===== src/rtl/regbank_pkg.sv =====
package regbank_pkg;

    parameter int DW        = 8;
    parameter int NREG      = 8;
    parameter int CODE_W    = 3;
    parameter int PCODE_W   = 2;
    localparam int PW       = 2 * DW;

    // Internal slot numbers: byte codes map 1:1, and the unused byte
    // code 6 slot holds the flag byte, reachable only as a pair.
    localparam logic [CODE_W-1:0] IDX_B = 3'd0;
    localparam logic [CODE_W-1:0] IDX_C = 3'd1;
    localparam logic [CODE_W-1:0] IDX_D = 3'd2;
    localparam logic [CODE_W-1:0] IDX_E = 3'd3;
    localparam logic [CODE_W-1:0] IDX_H = 3'd4;
    localparam logic [CODE_W-1:0] IDX_L = 3'd5;
    localparam logic [CODE_W-1:0] IDX_F = 3'd6;
    localparam logic [CODE_W-1:0] IDX_A = 3'd7;

    typedef enum logic [1:0] {
        XCH_NONE = 2'b00,
        XCH_AF   = 2'b01,
        XCH_ALL  = 2'b10,
        XCH_DEHL = 2'b11
    } xch_e;

    typedef struct packed {
        logic [NREG-1:0][DW-1:0] main;
        logic [NREG-1:0][DW-1:0] shad;
        logic [PW-1:0]           sp;
    } bank_s;

endpackage


===== src/rtl/regbank_pair_map.sv =====
module regbank_pair_map
    import regbank_pkg::*;
(
    input  logic [PCODE_W-1:0] code,
    input  logic               alt,
    output logic [CODE_W-1:0]  hi_idx,
    output logic [CODE_W-1:0]  lo_idx,
    output logic               is_sp
);
    always_comb begin
        is_sp  = 1'b0;
        hi_idx = IDX_B;
        lo_idx = IDX_C;
        unique case (code)
            2'd0: begin hi_idx = IDX_B; lo_idx = IDX_C; end
            2'd1: begin hi_idx = IDX_D; lo_idx = IDX_E; end
            2'd2: begin hi_idx = IDX_H; lo_idx = IDX_L; end
            default: begin
                hi_idx = IDX_A;
                lo_idx = IDX_F;
                is_sp  = ~alt;
            end
        endcase
    end
endmodule


===== src/rtl/regbank_rd_mux.sv =====
module regbank_rd_mux
    import regbank_pkg::*;
(
    input  logic                    clk,
    input  logic                    rst_n,
    input  logic [CODE_W-1:0]       sel,
    input  logic [NREG-1:0][DW-1:0] regs,
    output logic [DW-1:0]           data
);
    always_comb begin
        data = regs[sel];
        if (sel == IDX_F) data = '0;
    end


    rd_code6_zero_chk: assert property (@(posedge clk) disable iff (!rst_n)
        (sel == IDX_F) |-> (data == '0));
endmodule


===== src/rtl/regbank_core.sv =====
module regbank_core
    import regbank_pkg::*;
(
    input  logic               clk,
    input  logic               rst_n,
    input  logic               wr_en,
    input  logic [CODE_W-1:0]  wr_sel,
    input  logic [DW-1:0]      wr_data,
    input  logic               pwr_en,
    input  logic [CODE_W-1:0]  pwr_hi,
    input  logic [CODE_W-1:0]  pwr_lo,
    input  logic               pwr_sp,
    input  logic [PW-1:0]      pwr_data,
    input  logic [1:0]         xchg_cmd,
    output bank_s              bank_q
);
    bank_s bank_d;
    xch_e  cmd;
    logic [DW-1:0] tmp;

    assign cmd = xch_e'(xchg_cmd);

    always_comb begin
        bank_d = bank_q;
        tmp    = '0;
        unique case (cmd)
            XCH_AF: begin
                bank_d.main[IDX_A] = bank_q.shad[IDX_A];
                bank_d.shad[IDX_A] = bank_q.main[IDX_A];
                bank_d.main[IDX_F] = bank_q.shad[IDX_F];
                bank_d.shad[IDX_F] = bank_q.main[IDX_F];
            end
            XCH_ALL: begin
                for (int i = 0; i <= int'(IDX_L); i++) begin
                    bank_d.main[i] = bank_q.shad[i];
                    bank_d.shad[i] = bank_q.main[i];
                end
            end
            XCH_DEHL: begin
                bank_d.main[IDX_D] = bank_q.main[IDX_H];
                bank_d.main[IDX_E] = bank_q.main[IDX_L];
                bank_d.main[IDX_H] = bank_q.main[IDX_D];
                bank_d.main[IDX_L] = bank_q.main[IDX_E];
            end
            default: begin
                if (wr_en && (wr_sel != IDX_F)) begin
                    tmp = wr_data;
                    bank_d.main[wr_sel] = tmp;
                end
                if (pwr_en) begin
                    if (pwr_sp) begin
                        bank_d.sp = pwr_data;
                    end else begin
                        bank_d.main[pwr_hi] = pwr_data[PW-1:DW];
                        bank_d.main[pwr_lo] = pwr_data[DW-1:0];
                    end
                end
            end
        endcase
    end

    always_ff @(posedge clk or negedge rst_n) begin
        if (!rst_n) bank_q <= '0;
        else        bank_q <= bank_d;
    end


    xaf_swap_chk: assert property (@(posedge clk) disable iff (!rst_n)
        (cmd == XCH_AF) |=> (bank_q.main[IDX_A] == $past(bank_q.shad[IDX_A]))
                         && (bank_q.shad[IDX_F] == $past(bank_q.main[IDX_F])));

    xall_keeps_af_chk: assert property (@(posedge clk) disable iff (!rst_n)
        (cmd == XCH_ALL) |=> $stable(bank_q.main[IDX_A]) && $stable(bank_q.main[IDX_F])
                          && (bank_q.main[IDX_H] == $past(bank_q.shad[IDX_H])));

    xdehl_shadow_chk: assert property (@(posedge clk) disable iff (!rst_n)
        (cmd == XCH_DEHL) |=> $stable(bank_q.shad)
                           && (bank_q.main[IDX_D] == $past(bank_q.main[IDX_H])));

    sp_hold_chk: assert property (@(posedge clk) disable iff (!rst_n)
        (cmd != XCH_NONE) |=> $stable(bank_q.sp));

    code6_ignored_chk: assert property (@(posedge clk) disable iff (!rst_n)
        (wr_en && wr_sel == IDX_F && !pwr_en && cmd == XCH_NONE) |=> $stable(bank_q));
endmodule


===== src/rtl/cpu_regbank.sv =====
module cpu_regbank
    import regbank_pkg::*;
(
    input  logic               clk,
    input  logic               rst_n,
    input  logic [CODE_W-1:0]  rda_sel,
    output logic [DW-1:0]      rda_data,
    input  logic [CODE_W-1:0]  rdb_sel,
    output logic [DW-1:0]      rdb_data,
    input  logic               wr_en,
    input  logic [CODE_W-1:0]  wr_sel,
    input  logic [DW-1:0]      wr_data,
    input  logic [PCODE_W-1:0] prd_code,
    input  logic               prd_alt,
    output logic [PW-1:0]      prd_data,
    input  logic               pwr_en,
    input  logic [PCODE_W-1:0] pwr_code,
    input  logic               pwr_alt,
    input  logic [PW-1:0]      pwr_data,
    input  logic [1:0]         xchg_cmd
);
    localparam int NRD = 2;

    bank_s bank_q;
    logic [CODE_W-1:0] r_hi, r_lo, w_hi, w_lo;
    logic              r_sp, w_sp;
    logic [NRD-1:0][CODE_W-1:0] rd_sel;
    logic [NRD-1:0][DW-1:0]     rd_data;

    assign rd_sel[0] = rda_sel;
    assign rd_sel[1] = rdb_sel;
    assign rda_data  = rd_data[0];
    assign rdb_data  = rd_data[1];

    regbank_pair_map u_rmap (.code(prd_code), .alt(prd_alt),
                             .hi_idx(r_hi), .lo_idx(r_lo), .is_sp(r_sp));
    regbank_pair_map u_wmap (.code(pwr_code), .alt(pwr_alt),
                             .hi_idx(w_hi), .lo_idx(w_lo), .is_sp(w_sp));

    for (genvar g = 0; g < NRD; g++) begin : g_rd
        regbank_rd_mux u_mux (.clk(clk), .rst_n(rst_n), .sel(rd_sel[g]),
                              .regs(bank_q.main), .data(rd_data[g]));
    end

    regbank_core u_core (
        .clk(clk), .rst_n(rst_n),
        .wr_en(wr_en), .wr_sel(wr_sel), .wr_data(wr_data),
        .pwr_en(pwr_en), .pwr_hi(w_hi), .pwr_lo(w_lo), .pwr_sp(w_sp),
        .pwr_data(pwr_data), .xchg_cmd(xchg_cmd), .bank_q(bank_q)
    );

    always_comb begin
        if (r_sp) prd_data = bank_q.sp;
        else      prd_data = {bank_q.main[r_hi], bank_q.main[r_lo]};
    end


    xchg_drops_write_chk: assert property (@(posedge clk) disable iff (!rst_n)
        (xchg_cmd == 2'b01 && wr_en && wr_sel == 3'd0) |=> $stable(bank_q.main[0]));
endmodule


===== config.mk =====
export PLATFORM = sky130hd
export DESIGN_NAME = cpu_regbank
export DESIGN_NICKNAME = d
export VERILOG_FILES = /design/src/rtl/regbank_pkg.sv /design/src/rtl/regbank_pair_map.sv /design/src/rtl/regbank_rd_mux.sv /design/src/rtl/regbank_core.sv /design/src/rtl/cpu_regbank.sv
export SDC_FILE = /design/constraint.sdc
export NUM_CORES = 1
export LEC_CHECK = 0
export ABC_AREA = 1
export CAP_MARGIN = 20
export CORE_MARGIN = 2
export CORE_UTILIZATION = 48
export CTS_CLUSTER_SIZE = 25
export DETAILED_ROUTE_END_ITERATION = 8
export GPL_ROUTABILITY_DRIVEN = 1
export HOLD_SLACK_MARGIN = 0.1
export PLACE_DENSITY = 0.78
export SYNTH_ARGS = -nofsm -noshare
export SYNTH_HDL_FRONTEND = slang
export SYNTH_HIERARCHICAL = 1
export SYNTH_SLANG_ARGS = --single-unit
export TNS_END_PERCENT = 50

===== constraint.sdc =====
create_clock -name clk -period 3.63 [get_ports clk]
set_clock_uncertainty 0.1 [all_clocks]
set_input_delay 0.726 -clock clk [delete_from_list [all_inputs] [get_ports clk]]
set_output_delay 0.726 -clock clk [all_outputs]
set_load 0.02 [all_outputs]

==> results_dict.tcl <==
set metrics [dict create \
    largest_reg_flops 144 \
    dp.cells 2294 \
    synth_cell_type_count 24 \
    cellPowerDensity_nw_per_um2 464.9 \
    crit_path_start "rdb_sel[0]" \
    boundaryPins 77 \
    critical_path_arrival_ns 2.69 \
    synth_top_area_share_pct 30.32 \
    die_width_um 161.4 \
    setup_viol 0 \
    synthesis.area_um2 11890 \
    reg_top3 "u_core/bank_q: 144 flops" \
    routed_via_density 5.852 \
    cp.depth 9 \
    initialDrtViolationCount 2151 \
    tritoncts "yes" \
    cp_slowest_cell "clkdlybuf4s50_1" \
    initial_core_util_pct 48.87 \
    layout.nets 2034 \
    track_usage_pct 34.94 \
    worst_setup_path_end_kind "output pin" \
    wirelength_um 45810 \
    r2r_cells 4 \
    rows 57 \
    drc 0 \
    cts_buffers 17 \
    layout-drive-gt1-share_pct 4.895 \
    slew_viol_final 0 \
    gp_congestion 1.025 \
    crit_required_ns 2.80 \
    first_pass_iters 7 \
    tightestPinTransition_ns 0.8672 \
    grt_pass1_vias 12160 \
    grt_max_degree 97 \
    max_freq_mhz 284.5 \
    path_buf_inv 3 \
    synth_top_family_by_area "simple AND/OR/NAND/NOR gates" \
    rsz0062_at_grt "false" \
    synthMuxAreaShare_pct 0.3790 \
    syn2layout_area_growth_pct 11.53 \
    synth_compound_area_share_pct 17.26 \
    finalHoldViolCount 0 \
    dpl.hpwl_um 32270 \
    irDropWorstVdd_mv 0.3168 \
    rrSetupSlack_ns 2.18 \
    min_period_ns 3.515 \
    clockBufferDepth 2 \
    cp_max_fo 30 \
    place.port_buffers 76 \
    die_h_um 161.4 \
    yosysSeqAreaShare_pct 30.32 \
    start_kind "input pin" \
    slew-limit-headroom_pct 42.19 \
    fill_cells 2416 \
    timing.final.crit_share_pct 96.84 \
    h-tree-depth 4 \
    cpMostUsedCell "nand2_1" \
    fin_cells 2327 \
    fin_tns_setup_ns 0 \
    grt_first_pass_wirelength_um 70080 \
    avgSynthCellArea_um2 5.987 \
    r2r-end "u_core/bank_q[109]" \
    drtAntennaViolNets 0 \
    postCtsHoldBufs 0 \
    path_clk_slew_ns 0.07 \
    core_um2 24320 \
    cts_setup_buffers 0 \
    netlist_instances 1985 \
    vias 13620 \
    syn-num-nets 2030 \
    hold_class "input pin to asynchronous set/reset pin" \
    antenna_found_initial 1 \
    yosysWarningCount 6 \
    synthXorXnorAreaFrac_pct 0 \
    clock-sinks 144 \
    crit_type "input pin to output pin" \
    power_leakage_nw 6.911 \
    dp_slack_ns -0.03217 \
    outcome "complete, no violations" \
    cp_top_family "buffers and inverters" \
    endpoint "rdb_data[5]" \
    timing.final.ws_setup_ns 0.1148 \
    dieArea_um2 26040 \
    synth_seq_cells 144 \
    r2r_start "u_core/bank_q[125]" \
    post_drt_wl_per_cell_um 19.69 \
    synthTopCellsByArea "dfrtp_1, nand2_1, nand3_1" \
    crit_chain "clkdlybuf4s50_1 > buf_12 > nor2_1 > nor2_1 > o21ai_1 > nand2_1 > nand2_1 > nand2_1 > clkdlybuf4s50_1" \
    synth_fa_ha_area_share_pct 0 \
    regMostFlops "u_core/bank_q" \
    grt-ovfl-total 0 \
    clk_latency_ns 0.42 \
    cap_violations 0 \
    root_buffer "clkbuf_16" \
    whs_ns 0.2075 \
    max_stage_delay_ns 0.62 \
    synth_simple_gate_area_share_pct 36.64 \
    yosysTopAreaCell "dfrtp_1" \
]
-- per-stage QoR --
step	instance area (µm²)	total power, W	utilization, %
final	13260	0.006163	54.50
after CTS	13220	0.006102	54.36
after detailed placement	12620	0.004305	51.91
after floorplan	11890	0.003499	-
after global placement	12620	0.004263	51.91
after global routing	13250	0.006478	54.49
-- area by class of cell --
| type | instances | area (µm²) | area share, % |
|---|---|---|---|
| inverters | 273 | 1050 | 7.920 |
| repair buffers | 109 | 1135 | 8.561 |
| diodes | 1 | 2.502 | 0.01888 |
| well taps | 324 | 405.4 | 3.058 |
| clock inverters | 15 | 167.7 | 1.265 |
| flip-flops and latches | 144 | 3603 | 27.19 |
| clock buffers | 17 | 425.4 | 3.209 |
| multi-input cells | 1444 | 6466 | 48.78 |
-- worst min path at each step --
stage | startpoint | endpoint | depth (start not counted)
after floorplan | rst_n | u_core/bank_q[0] | 0
after global placement | u_core/bank_q[32] | u_core/bank_q[32] | 2
after detailed placement | u_core/bank_q[32] | u_core/bank_q[32] | 2
after CTS | rst_n | u_core/bank_q[18] | 1
after global routing | rst_n | u_core/bank_q[22] | 1
final | rst_n | u_core/bank_q[22] | 1
-- report_power, final --
group	total, W	internal, W	switching [W]	leakage, nW
clock	0.00180	0.000980	0.000821	0.285
sequential	0.00245	0.00192	0.000530	1.81
combinational	0.00191	0.000695	0.00121	4.82
total	0.00616	0.00360	0.00257	6.91
-- worst reg2reg max path: stages, from the launching register on --
cell and delay [ns]:
dfrtp_1 0.68, inv_1 0.18, o211ai_1 0.21, inv_1 0.06
a21oi_1 0.14
-- kinds of logic (layout without fill, tap and decap cells) --
group                  Yosys count  after routing
AND/OR/NAND/NOR               1065           1065
flip-flops                     144            144
AO/OA/AOI/OAI                  375            375
multiplexers                     4              4
other                            0              1
buffers and inverters          397            414
-- Yosys cell counts (all sizes together) --
library cell	n
a21oi	42
buf	84
clkbuf	40
dfrtp	144
inv	273
mux2	4
nand2	633
nand3	250
nand4	4
nor2	177
nor3	1
o211ai	61
o21ai	272
-- timing repair --
item,4_1_cts,5_1_grt
endpoints found under the setup margin,2,15
gates cloned,0,0
resized for setup,1,13
-- metal layers --
layer | global-route usage (%) | share of wire (%)
met4 | 18.87 | 5.6
met2 | 50.72 | 42
met5 | 0 | 0
met1 | 48.86 | 40
met3 | 7.114 | 13
-- layout by cell type, fill, tap and decap left out, types with 3 or more instances in the layout --
| master | synthesis | layout |
|---|---|---|
| buf_12 | 0 | 8 |
| mux2_2 | 4 | 4 |
| inv_2 | 5 | 5 |
| a21oi_1 | 40 | 40 |
| o21ai_0 | 215 | 215 |
| o211ai_1 | 61 | 61 |
| nand3_1 | 248 | 248 |
| clkdlybuf4s50_1 | 0 | 62 |
| nand2_1 | 630 | 628 |
| clkbuf_16 | 0 | 17 |
| inv_6 | 2 | 6 |
| dfrtp_1 | 144 | 144 |
| nand2_2 | 3 | 5 |
| inv_8 | 0 | 5 |
| o21ai_1 | 57 | 57 |
| nand4_1 | 4 | 4 |
| inv_4 | 4 | 3 |
| clkinv_4 | 0 | 3 |
| dlymetal6s2s_1 | 0 | 12 |
| buf_4 | 15 | 25 |
| inv_1 | 262 | 261 |
| nor2_1 | 173 | 171 |
| nor2_2 | 4 | 5 |
Note: power is estimated with default switching activity, not from simulation.
